==> src/rtl/alu4_regpath.sv <==
module alu4_regpath #(
  parameter int W = 4
) (
  input  logic         clk,
  input  logic         clear_n,
  input  logic         load_n,
  input  logic         cnt_en0,
  input  logic         cnt_en1,
  input  logic [W-1:0] opa,
  input  logic [W-1:0] opb,
  input  logic         mode_logic,
  input  logic [3:0]   sel,
  input  logic         carry_n,
  output logic [W-1:0] f_out
);

  localparam logic [W-1:0] ONE  = W'(1);
  localparam logic [W-1:0] ONES = {W{1'b1}};

  logic [W-1:0] ra, rb, alu_f;
  logic         counting;

  assign counting = cnt_en0 && cnt_en1;

  always_comb begin
    alu_f = '0;
    if (mode_logic) begin
      if (carry_n) begin
        case (sel)
          4'b1011: alu_f = ra & rb;
          4'b1110: alu_f = ra | rb;
          4'b0000: alu_f = ~ra;
          4'b0100: alu_f = ~(ra & rb);
          4'b0001: alu_f = ~(ra | rb);
          default: alu_f = '0;
        endcase
      end
    end else begin
      case ({sel, carry_n})
        5'b1001_1: alu_f = ra + rb;
        5'b0110_0: alu_f = ra + ~rb + ONE;
        5'b1111_1: alu_f = ra + ONES;
        default:   alu_f = '0;
      endcase
    end
  end

  always_ff @(posedge clk) begin
    if (!clear_n) begin
      ra    <= '0;
      rb    <= '0;
      f_out <= '0;
    end else if (!load_n) begin
      ra    <= opa;
      rb    <= opb;
      f_out <= alu_f;
    end else if (counting) begin
      ra    <= ra + ONE;
      rb    <= rb + ONE;
      f_out <= f_out + ONE;
    end
  end

endmodule

==> config.mk <==
export PLATFORM = sky130hd
export DESIGN_NAME = alu4_regpath
export DESIGN_NICKNAME = d
export VERILOG_FILES = /design/src/rtl/alu4_regpath.sv
export SDC_FILE = /design/constraint.sdc
export NUM_CORES = 1
export LEC_CHECK = 0
export BUFFER_PORTS_ARGS = -buffer_cell sky130_fd_sc_hd__buf_2
export CAP_MARGIN = 15
export CORE_MARGIN = 2
export CORE_UTILIZATION = 50
export DETAILED_ROUTE_END_ITERATION = 16
export GPL_ROUTABILITY_DRIVEN = 0
export PLACE_DENSITY = 0.84
export SLEW_MARGIN = 10
export SYNTH_ARGS = -nofsm -noshare
export SYNTH_HDL_FRONTEND = slang
export SYNTH_SLANG_ARGS = --single-unit
==> constraint.sdc <==
create_clock -name clk -period 2.51 [get_ports clk]
set_input_delay 0.3765 -clock clk [delete_from_list [all_inputs] [get_ports clk]]
set_output_delay 0.3765 -clock clk [all_outputs]
set_load 0.02 [all_outputs]
Word level (Yosys, flattened, before mapping)

Index checks and enable logic that the tools add are counted.

Bits in registers: 12
Output and inout port bits: 4

Add/subtract/negate cells: 7
Eq/ne operators: 8
Muxes and demuxes: 10
Bitwise gates (word level): 6
Reduce and logical (&&, ||, !) cells: 2

Operators with widths:

| kind                                                                  | count |
|---|---|
| 4-bit two-way mux                                                     | 8 |
| 4-bit case mux with 5 select lines                                    | 1 |
| 4-bit by 1-bit adder with 4-bit output, second input constant         | 4 |
| 4-bit inverter                                                        | 4 |
| 4-bit case mux with 3 select lines                                    | 1 |
| 5-bit equality test, second input constant                            | 2 |
| 4-bit adder                                                           | 2 |
| 4-bit equality test, second input constant                            | 2 |
| 5-bit by 4-bit equality test with 1-bit output, second input constant | 1 |
| 4-bit adder, second input constant                                    | 1 |
| 4-bit bitwise AND                                                     | 1 |
| 4-bit by 1-bit equality test with 1-bit output, second input constant | 1 |
| 4-bit by 3-bit equality test with 1-bit output, second input constant | 1 |
| 4-bit logical NOT                                                     | 1 |
| 4-bit OR                                                              | 1 |
| 2-bit by 1-bit != test with 1-bit output, second input constant       | 1 |
| 1-bit logical AND                                                     | 1 |

Logic depth before layout (Yosys ltp)

Depth in word-level cells: 6
Gate-level depth with buffers: 10

Least setup slack after synthesis

OpenSTA, ideal clock, no wires.

Path kind: input -> register
Start point: input sel[0]
End point: register f_out[2]
Data arrival time: 2.062 ns
Required time: 2.394 ns
Path slack: 0.332 ns
Stages: 10
Path buffers: 1
Cells stage by stage: clkbuf_1 > nand3_1 > o21ai_1 > ha_1 > inv_1 > fa_1 > xnor2_1 > a32oi_1 > o22ai_1 > o211a_1

Cells in the longest elaborated chain, start to end: 5

Ends and longest elaborated chain:

| item                                                                         | RTL line | RTL |
|---|---|---|
| start: declaration                                                           | 12       | `input logic [3:0] sel,` |
| 4-bit by 1-bit equality test with 1-bit output, or another cell as far along | 29       | `case (sel)` |
| 4-bit case mux with 5 select lines                                           | 29       |  |
| 4-bit two-way mux                                                            | 28       | `if (carry_n) begin` |
| 4-bit two-way mux (*)                                                        | 27       | `if (mode_logic) begin` |
| 4-bit two-way mux (*)                                                        | 53       | `end else if (!load_n) begin` |
| end signal: assignment                                                       | 56       | `f_out <= alu_f;` |
| end signal: assignment                                                       | 60       | `f_out <= f_out + ONE;` |
| end: declaration                                                             | 14       | `output logic [W-1:0] f_out` |

Mark *: on every way between the ends. The rest lies on a longest branch, timed or not.
A chain may end at the register's enable or synchronous reset.

Worst setup path in the final report

Start point: register ra[2]
End point: register f_out[3]

Cells in the longest elaborated chain, start to end: 5

Ends and longest elaborated chain:

| item                                   | RTL line | RTL |
|---|---|---|
| start: declaration                     | 20       | `logic [W-1:0] ra, rb, alu_f;` |
| start signal: assignment               | 54       | `ra <= opa;` |
| start signal: assignment               | 58       | `ra <= ra + ONE;` |
| 4-bit adder                            | 41       | `5'b0110_0: alu_f = ra + ~rb + ONE;` |
| 4-bit by 1-bit adder with 4-bit output | 41       |  |
| 4-bit case mux with 3 select lines (*) | 39       | `case ({sel, carry_n})` |
| 4-bit two-way mux (*)                  | 27       |  |
| 4-bit two-way mux (*)                  | 53       |  |

Marks and branches as above.

==> results summary <==
The flow ran to the end, and the final reports show no timing, DRC or antenna violations. The boundary pin count came out at 23. In this run, the number of DRC markers left after iteration 0 of detailed routing was 45. The highest clock rate came out at 450 MHz. The vertical extent of the die came out at 54.8 µm.

The time the final worst path needs with I/O delays and setup is between 2 and 2.5 ns. For this run, the number of Yosys warnings is 0. For the worst setup path, the data arrival time is 2.43 ns. The worst setup path endpoint is f_out[3]. By count the netlist is led by 18 x nand2_1, 17 x ha_1, 13 x nor2_1.

The first detailed-routing pass took 4 iterations. The synthesized netlist net count came out at 202. STA classifies the critical path endpoint as a flop.

The average detailed-routed wire length per instance is 15.2 µm. The share of synthesized flip-flops with an asynchronous set or reset came out at 0. The total vias in the final route came out at 1,288. Dividing the final minimum period by the clock period gives 0.885. Yosys mapped the design onto 41 distinct sky130hd cell types. Once the clock tree was built, the setup fixing pass inserted 0 buffers. The startpoint identified for the worst register-to-register timing path is ra[2]. The critical path startpoint is ra[2]. The overall global routing resource usage came out at 0.238. Dividing total power by cell area gives a power density of 402 mW/mm². Each instance of the synthesized netlist takes up on average just under 8 µm². Counting flops with a built-in enable in the synthesized netlist gives 0. Setup repair after global routing left no endpoint under its margin. The setup slack on the worst flop-to-flop path is 0.29 ns. No sink is reached through more buffers than the 2 on the longest clock path. The first-pass GRT wire length came out at approximately 5.0 mm. The overall routed net length is 3.28 mm. The number of endpoints with negative hold slack in the final report is 0. The share of the synthesized area in the top cell type is 0.186. Synthesis produced ~160 cells. The peak fanout along the critical path came out at 6. nand2_1 is the most common cell in the netlist. The final-report setup violation count is 0. The number of antenna violations at the first check in global routing came out at 0. The share of cells above drive strength 1 is 0.167. The analysis attributes to cell leakage a power of 0.000636 µW. CTS built an H-tree with a depth of 1. The number of clock sinks came out at 12. The synthesis-to-finish area growth is 13.6%. The via count of the first global-routing pass is approximately 1,100. The filler cells instantiated in the layout total 236. By area the synthesized netlist is led by dfxtp_1 19%, ha_1 16%, xnor2_1 7.5%. The final net count is roughly 230. Measured in cells, the most critical reg-to-reg path has a length of 7. The number of vias per cell came out at 5.96. The number of buffers created by CTS came out at 3. The effective utilization at floorplan came out at 0.526. IR analysis of the VDD net gives a maximum drop of 0.347 mV. The half-perimeter wire length of the detailed placement result is 2.58 mm. The number of hold buffers added after cts is 0.

The sum of overflow across all layers after global routing came out at 0. The clock-pin slew on the worst setup and hold paths is roughly 0.080 ns. The cell area after synthesis is 0.00129 mm². Of the synthesized area, sequential elements account for 0.186.

The type of origin of the critical path is a flop. The area enclosed by the die boundary is 0.00301 mm². The count of pins over their slew limit came out at 0. The number of nets still failing antenna checks after routing came out at 0. 0 antenna diodes ended up in the layout. The most instantiated flip-flop cell in the synthesis netlist is dfxtp_1.

The cell accounting for the most synthesized area is dfxtp_1. The total negative slack came out at 0 ns. The pin count of the biggest net entering global routing is 25. The floorplan has 18 rows. After synthesis the netlist holds a flip-flop and latch count of 12. The worst-case hold slack came out at 0.354 ns. The area of the multi-input gates came out at around 1000 µm². The worst setup path is of the reg2reg kind. The die width came out at 54.8 µm.

The tree is rooted in a clkbuf_4. The count of instances resized after the clock tree is built is 0. The path class of the tightest hold or removal check is in2reg. The slew at the pin closest to its max-slew limit is 0.508 ns. The clock skew came out at 0.00471 ns. The worst relative slew slack came out at 0.659. For this run, design rule violations remaining after detail routing come to 0. Max-cap violations in this run came to 0. The reg-to-reg endpoint is f_out[3]. The sequential cell area is 240 µm². The clock latency of the later-clocked register in the worst-skew pair came out at 0.28 ns. The placeable core region came out at around 0.0025 mm². For the worst setup path, the data required time is 2.72 ns.

The CTS tree is yes. The quantity of I/O buffers inserted on ports is 22.
-- layer usage --
metal / global-route usage / routed length, µm
met1: 0.322 / 1480
met2: 0.387 / 1530
met3: 0.0164 / 216
met4: 0.100 / 50
met5: 0 / 0
-- power by group --
part / switching, µW / total (µW) / leakage, µW / internal, µW
registers: 19.3 / 223 / 0.0000996 / 204
logic: 118 / 206 / 0.000516 / 88.7
clock network: 71.3 / 160 / 0.0000210 / 88.4
-- critical path: stages (launching register included) --
cell and delay [ns]:
dfxtp_1 0.47, inv_1 0.12, ha_1 0.35, nor3_1 0.07, or4_4 0.51, a2111oi_4 0.39
o311ai_1 0.12, o21ai_1 0.12
-- metrics by stage --
step	total power (µW)	area (µm²)	std cells	setup WS (ns)	util
4_1_cts	588	1470	216	0.296	0.597
3_3_place_gp	419	1430	212	0.351	0.583
3_5_place_dp	430	1430	212	0.227	0.583
2_1_floorplan	366	1290	164	0.332	-
6_report	589	1470	216	0.288	0.597
5_1_grt	623	1470	216	0.225	0.597
-- worst min path at each step --
stage | startpoint | endpoint | slack [ns] | depth (start not counted)
floorplan | rb[1] | rb[1] | 0.50 | 2
global placement | rb[1] | rb[1] | 0.53 | 2
detailed placement | rb[1] | rb[1] | 0.55 | 2
CTS | opb[1] | rb[1] | 0.36 | 3
global route | clear_n | f_out[2] | 0.36 | 2
finish | opb[2] | rb[2] | 0.35 | 3
-- cells by family after synthesis --
group,share of synthesized area
AO/OA/AOI/OAI,0.271
XOR/XNOR,0.0746
adder cells (fa/ha/maj),0.196
buffers and inverters,0.0591
flip-flops,0.186
multiplexers,0.00775
AND/OR/NAND/NOR,0.205
-- area by class of cell --
type	instances	area share
timing repair buffer	25	0.0904
tap	30	0.0256
sequential	12	0.164
clock buffer	4	0.0247
multi-input combinational	133	0.665
inverter	12	0.0307
-- layout by cell type, fill, tap and decap left out, types with 6 or more instances in the layout --
| cell type | n |
|---|---|
| nor2_1 | 13 |
| o21ai_0 | 8 |
| a21oi_1 | 6 |
| buf_2 | 22 |
| xnor2_1 | 11 |
| dfxtp_1 | 12 |
| a211oi_1 | 6 |
| ha_1 | 17 |
| inv_1 | 12 |
| nand2_1 | 18 |
-- flip-flops by register name, summed over array words and instances, names as in the netlist --
register	flops
f_out	4
ra	4
rb	4
No activity file was read; power rests on OpenSTA's default activity.
